<file path="src/rtl/pt_rd_pkg.sv">
package pt_rd_pkg;
  typedef enum logic [1:0] {
    ST_IDLE = 2'd0,
    ST_XFER = 2'd1,
    ST_WAIT = 2'd2,
    ST_HOLD = 2'd3
  } seq_st_e;

  localparam int unsigned DEF_REG_OFS = 32'h2C;
endpackage

</file>
<file path="src/rtl/pt_wait_timer.sv">
module pt_wait_timer #(
  parameter int WAIT_W = 2
) (
  input  logic              clk,
  input  logic              rst,
  input  logic              load,
  input  logic [WAIT_W-1:0] load_val,
  input  logic              tick,
  output logic              last
);
  logic [WAIT_W-1:0] cnt_q;

  always_ff @(posedge clk) begin
    if (rst) begin
      cnt_q <= '0;
    end else if (load) begin
      cnt_q <= load_val;
    end else if (tick && cnt_q != '0) begin
      cnt_q <= cnt_q - WAIT_W'(1);
    end
  end

  assign last = (cnt_q <= WAIT_W'(1));
endmodule

</file>
<file path="src/rtl/pt_word_source.sv">
module pt_word_source #(
  parameter int DATA_W = 32
) (
  input  logic              clk,
  input  logic              rst,
  input  logic              adv,
  output logic [DATA_W-1:0] word
);
  always_ff @(posedge clk) begin
    if (rst) begin
      word <= '0;
    end else if (adv) begin
      word <= word + DATA_W'(1);
    end
  end
endmodule

</file>
<file path="src/rtl/pt_seq.sv">
module pt_seq
  import pt_rd_pkg::*;
#(
  parameter int WAIT_W = 2
) (
  input  logic              clk,
  input  logic              rst,
  input  logic              attn_n,
  input  logic              burst_n,
  input  logic [WAIT_W-1:0] wait_cfg,
  input  logic              tmr_last,
  output logic              sel_n,
  output logic              wr_n,
  output logic              rdy_n,
  output logic              phase_done,
  output logic              tmr_load,
  output logic              tmr_tick
);
  seq_st_e st_q;
  logic    access_end;

  assign access_end = attn_n && burst_n;
  assign phase_done = (st_q == ST_XFER) && !attn_n;
  assign tmr_load   = phase_done && !burst_n && (wait_cfg != '0);
  assign tmr_tick   = (st_q == ST_WAIT);

  always_ff @(posedge clk) begin
    if (rst) begin
      st_q  <= ST_IDLE;
      sel_n <= 1'b1;
      wr_n  <= 1'b1;
      rdy_n <= 1'b1;
    end else begin
      unique case (st_q)
        ST_IDLE: begin
          if (!attn_n) begin
            st_q  <= ST_XFER;
            sel_n <= 1'b0;
            wr_n  <= 1'b0;
            rdy_n <= 1'b0;
          end
        end
        ST_XFER: begin
          if (access_end) begin
            st_q  <= ST_IDLE;
            sel_n <= 1'b1;
            wr_n  <= 1'b1;
            rdy_n <= 1'b1;
          end else if (phase_done) begin
            if (burst_n) begin
              st_q  <= ST_HOLD;
              wr_n  <= 1'b1;
              rdy_n <= 1'b1;
            end else if (wait_cfg != '0) begin
              st_q  <= ST_WAIT;
              rdy_n <= 1'b1;
            end
          end
        end
        ST_WAIT: begin
          if (access_end) begin
            st_q  <= ST_IDLE;
            sel_n <= 1'b1;
            wr_n  <= 1'b1;
            rdy_n <= 1'b1;
          end else if (tmr_last) begin
            st_q  <= ST_XFER;
            rdy_n <= 1'b0;
          end
        end
        ST_HOLD: begin
          if (access_end) begin
            st_q  <= ST_IDLE;
            sel_n <= 1'b1;
          end
        end
        default: st_q <= ST_IDLE;
      endcase
    end
  end
endmodule

</file>
<file path="src/rtl/addon_rd_supplier.sv">
module addon_rd_supplier
  import pt_rd_pkg::*;
#(
  parameter int DATA_W  = 32,
  parameter int ADDR_W  = 8,
  parameter int WAIT_W  = 2,
  parameter int REG_OFS = DEF_REG_OFS
) (
  input  logic              clk,
  input  logic              rst,
  input  logic              attn_n,
  input  logic              burst_n,
  input  logic [WAIT_W-1:0] wait_cfg,
  output logic              sel_n,
  output logic [DATA_W/8-1:0] be_n,
  output logic [ADDR_W-1:0] addr,
  output logic              wr_n,
  output logic              rdy_n,
  output logic [DATA_W-1:0] dout
);
  localparam int BE_W = DATA_W / 8;

  logic phase_done;
  logic tmr_load;
  logic tmr_tick;
  logic tmr_last;

  pt_seq #(.WAIT_W(WAIT_W)) u_seq (
    .clk       (clk),
    .rst       (rst),
    .attn_n    (attn_n),
    .burst_n   (burst_n),
    .wait_cfg  (wait_cfg),
    .tmr_last  (tmr_last),
    .sel_n     (sel_n),
    .wr_n      (wr_n),
    .rdy_n     (rdy_n),
    .phase_done(phase_done),
    .tmr_load  (tmr_load),
    .tmr_tick  (tmr_tick)
  );

  pt_wait_timer #(.WAIT_W(WAIT_W)) u_timer (
    .clk     (clk),
    .rst     (rst),
    .load    (tmr_load),
    .load_val(wait_cfg),
    .tick    (tmr_tick),
    .last    (tmr_last)
  );

  pt_word_source #(.DATA_W(DATA_W)) u_src (
    .clk (clk),
    .rst (rst),
    .adv (phase_done),
    .word(dout)
  );

  assign be_n = {BE_W{sel_n}};
  assign addr = sel_n ? '0 : ADDR_W'(REG_OFS);
endmodule

</file>
<file path="config.mk">
export PLATFORM = sky130hd
export DESIGN_NAME = addon_rd_supplier
export DESIGN_NICKNAME = d
export VERILOG_FILES = /design/src/rtl/pt_rd_pkg.sv /design/src/rtl/pt_wait_timer.sv /design/src/rtl/pt_word_source.sv /design/src/rtl/pt_seq.sv /design/src/rtl/addon_rd_supplier.sv
export SDC_FILE = /design/constraint.sdc
export NUM_CORES = 1
export LEC_CHECK = 0
export BUFFER_PORTS_ARGS = -buffer_cell sky130_fd_sc_hd__buf_2
export CAP_MARGIN = 0
export CORE_UTILIZATION = 40
export DETAILED_ROUTE_END_ITERATION = 8
export GPL_ROUTABILITY_DRIVEN = 0
export PLACE_DENSITY = 0.74
export SYNTH_ARGS = -nofsm -noshare
export SYNTH_HDL_FRONTEND = slang
export SYNTH_SLANG_ARGS = --single-unit
</file>
<file path="constraint.sdc">
create_clock -name clk -period 3.8 [get_ports clk]
set_input_delay 0.38 -clock clk [delete_from_list [all_inputs] [get_ports clk]]
set_output_delay 0.38 -clock clk [all_outputs]
set_load 0.05 [all_outputs]
</file>
==> results.cfg <==
[run_status]
outcome = complete, no violations

[power]
ir_worst_vdd_mv = 0.204
p_leak_nw = 1.05
p_per_area_nw_per_um2 = 397
p_total_mw = 1.01

[global_route]
grt_overflow_total = 0
grt_pass1_wl_mm = 8.20
grt_pass1_vias = 1760
antenna_found_initial = 0
grt_use_total_pct = 17.0
grt_max_degree = 53

[setup_path]
end_kind = flip-flop
crit_chain = inv_1, ha_1, nand3b_4, or4_1, or4_1, a21oi_1
cp_max_fo = 8
r2r_setup_slack_ps = 1400
required_ps = 4020
critPathSlowestCell = or4_1
r2r_cells = 6
r2r-end = u_src.word[22]
cpMostUsedCell = or4_1
cp.arrival_ps = 2620
critical_path_class = reg2reg
max_stage_delay_ps = 690
rr_startpoint = u_seq.st_q[1]
critPathLaunchType = flip-flop

[placed_design]
post-dp-hpwl_mm = 3.48
placedCellCount = 366
placed_cell_area_um2 = 2450
place_ws_ps = 1420
io_buffers = 47

[cts]
postCtsHoldBufs = 0
cts_tree = yes
clock-sinks = 39
cts_buffers = 5
post_cts_buffers = 0
cts.htree.levels = 2
clock-root-buffer = clkbuf_8
cts_resized = 0
clk_latency_ps = 290
cts.path.max_buffers = 2
cts.clk_slew.worst_paths_ps = 80

[timing]
finalHoldViolCount = 0
whs_ps = 373
setup_viol = 0
drv_slew = 0
setup_tns_ps = 0
rsz0062_at_grt = false
fin_ws_ps = 1400
relSlewSlack_pct = 39.1
post-route-period-util_pct = 63.2
skew_ps = 9.78
worst-slew-pin-transition_ps = 913
fmax_mhz = 416
finalCriticalPeriod_ps = 2400

[synthesis]
synth_edf_count = 0
synthTopCellsByCount = dfxtp_1, nor2_1, nand2_1
synth_cell_types = 45
ys_seq_elements = 39
syn_area_per_cell_um2 = 8.37
synthCells = 269
synth_area_um2 = 2250
synthFlopType = dfxtp_1
yosysMostFrequentCell = dfxtp_1
synth_top_area_share_pct = 34.7
yosys.area.top_type = dfxtp_1
synth_area_leaders = dfxtp_1, ha_1, nor2_1
synth-seq-area-share_pct = 34.7
yosys_warnings = 0
async_reset_ff_share_pct = 0

[drt]
met3_length_um = 169
totalWireLength_mm = 4.99
drt_iter0_markers = 80
vias = 2036
firstDrtPassIters = 4
antenna_left = 0
routed-wl-met2_mm = 2.39
highest_layer = met4
drt-met1-wl_mm = 2.34
drc = 0
wl_per_cell_um = 13.4
via_per_inst = 5.44

[die]
io_pins = 53
rows = 26
start_util_pct = 42.7
die_width_um = 77.0
dieArea_um2 = 5930
coreArea_um2 = 5270
die_y_um = 77.0

[finish]
fin_nets = 318
final_cells = 374
final_util_pct = 48.1
diodes = 0
syn_to_final_growth_pct = 12.6
design_area_um2 = 2530
drive_above_1_share_pct = 19.1

[hold_path]
hold_path_end = u_timer.cnt_q[1]
holdPathStages = 3
min_path_type = in2reg
hp-start = wait_cfg[1]

[flow_run]
maxCapViolCount = 0
## routing by layer
| layer | vias up | track usage (%) |
|---|---|---|
| met5 | - | 0 |
| met4 | 0 | 7.92 |
| met3 | 12 | 2.98 |
| met2 | 44 | 28.0 |
| met1 | 962 | 21.5 |
| li1 | 1018 | - |
## cell type report
| class | count | area [µm²] |
|---|---|---|
| clock buffers | 7 | 76.3 |
| clock inverters | 1 | 5.00 |
| fillers | 533 | 2740 |
| inverters | 7 | 26.3 |
| multi-input cells | 203 | 1320 |
| flip-flops and latches | 39 | 781 |
| well taps | 70 | 87.6 |
| repair buffers | 47 | 235 |
## registers in the layout, indices dropped and copies added, names as in the netlist
signal         flops
u_seq.rdy_n        1
u_seq.sel_n        1
u_seq.st_q         2
u_seq.wr_n         1
u_src.word        32
u_timer.cnt_q      2
## worst max-delay path, delay by kind of cell, from the launching register on
| family | cells | cell delay [ps] |
|---|---|---|
| AOI/OAI and AO/OA | 1 | 150 |
| adders and majority gates | 1 | 360 |
| buffers and inverters | 1 | 140 |
| DFF | 1 | 330 |
| and+or+nand+nor | 3 | 1350 |
## cell families (layout without fill, tap and decap cells)
group                      Yosys count  in the layout  share of synthesized area (%)
and+or+nand+nor                    125            125                           30.8
AOI/OAI and AO/OA                   40             40                           11.4
DFF                                 39             39                           34.7
buffers and inverters               31             62                           7.22
muxes                               14             14                           6.83
xor gates and xnor gates            10             10                           3.89
adders and majority gates            9              9                           5.00
other                                1              5                          0.167
## layout by cell type, fill, tap and decap left out, types with 5 or more instances in the layout
master,count
a21oi_1,16
and3_1,6
buf_2,47
clkbuf_8,5
conb_1,5
dfxtp_1,39
ha_1,9
inv_1,7
mux2_1,8
nand2_1,17
nand3_1,8
nand4_1,9
nor2_1,26
nor2b_1,14
nor3_1,9
nor4_1,9
o21ai_0,6
o31ai_1,7
or3_1,6
or4_1,11
xnor2_1,6
## worst max-delay path by stage
stage / start / slack (ps) / endpoint
3_3_place_gp: u_seq.st_q[1] / 1490 / u_src.word[28]
6_report: u_seq.st_q[1] / 1400 / u_src.word[22]
2_1_floorplan: u_src.word[0] / 1430 / u_src.word[22]
5_1_grt: u_seq.st_q[1] / 1220 / u_src.word[28]
4_1_cts: u_seq.st_q[1] / 1390 / u_src.word[22]
3_5_place_dp: u_seq.st_q[1] / 1420 / u_src.word[22]
## power by group
part           internal [mW]  total, mW  switching [mW]
Combinational         0.0783      0.287           0.209
Sequential             0.427      0.443          0.0167
Clock                  0.129      0.276           0.147
No activity file was read; power rests on OpenSTA's default activity.
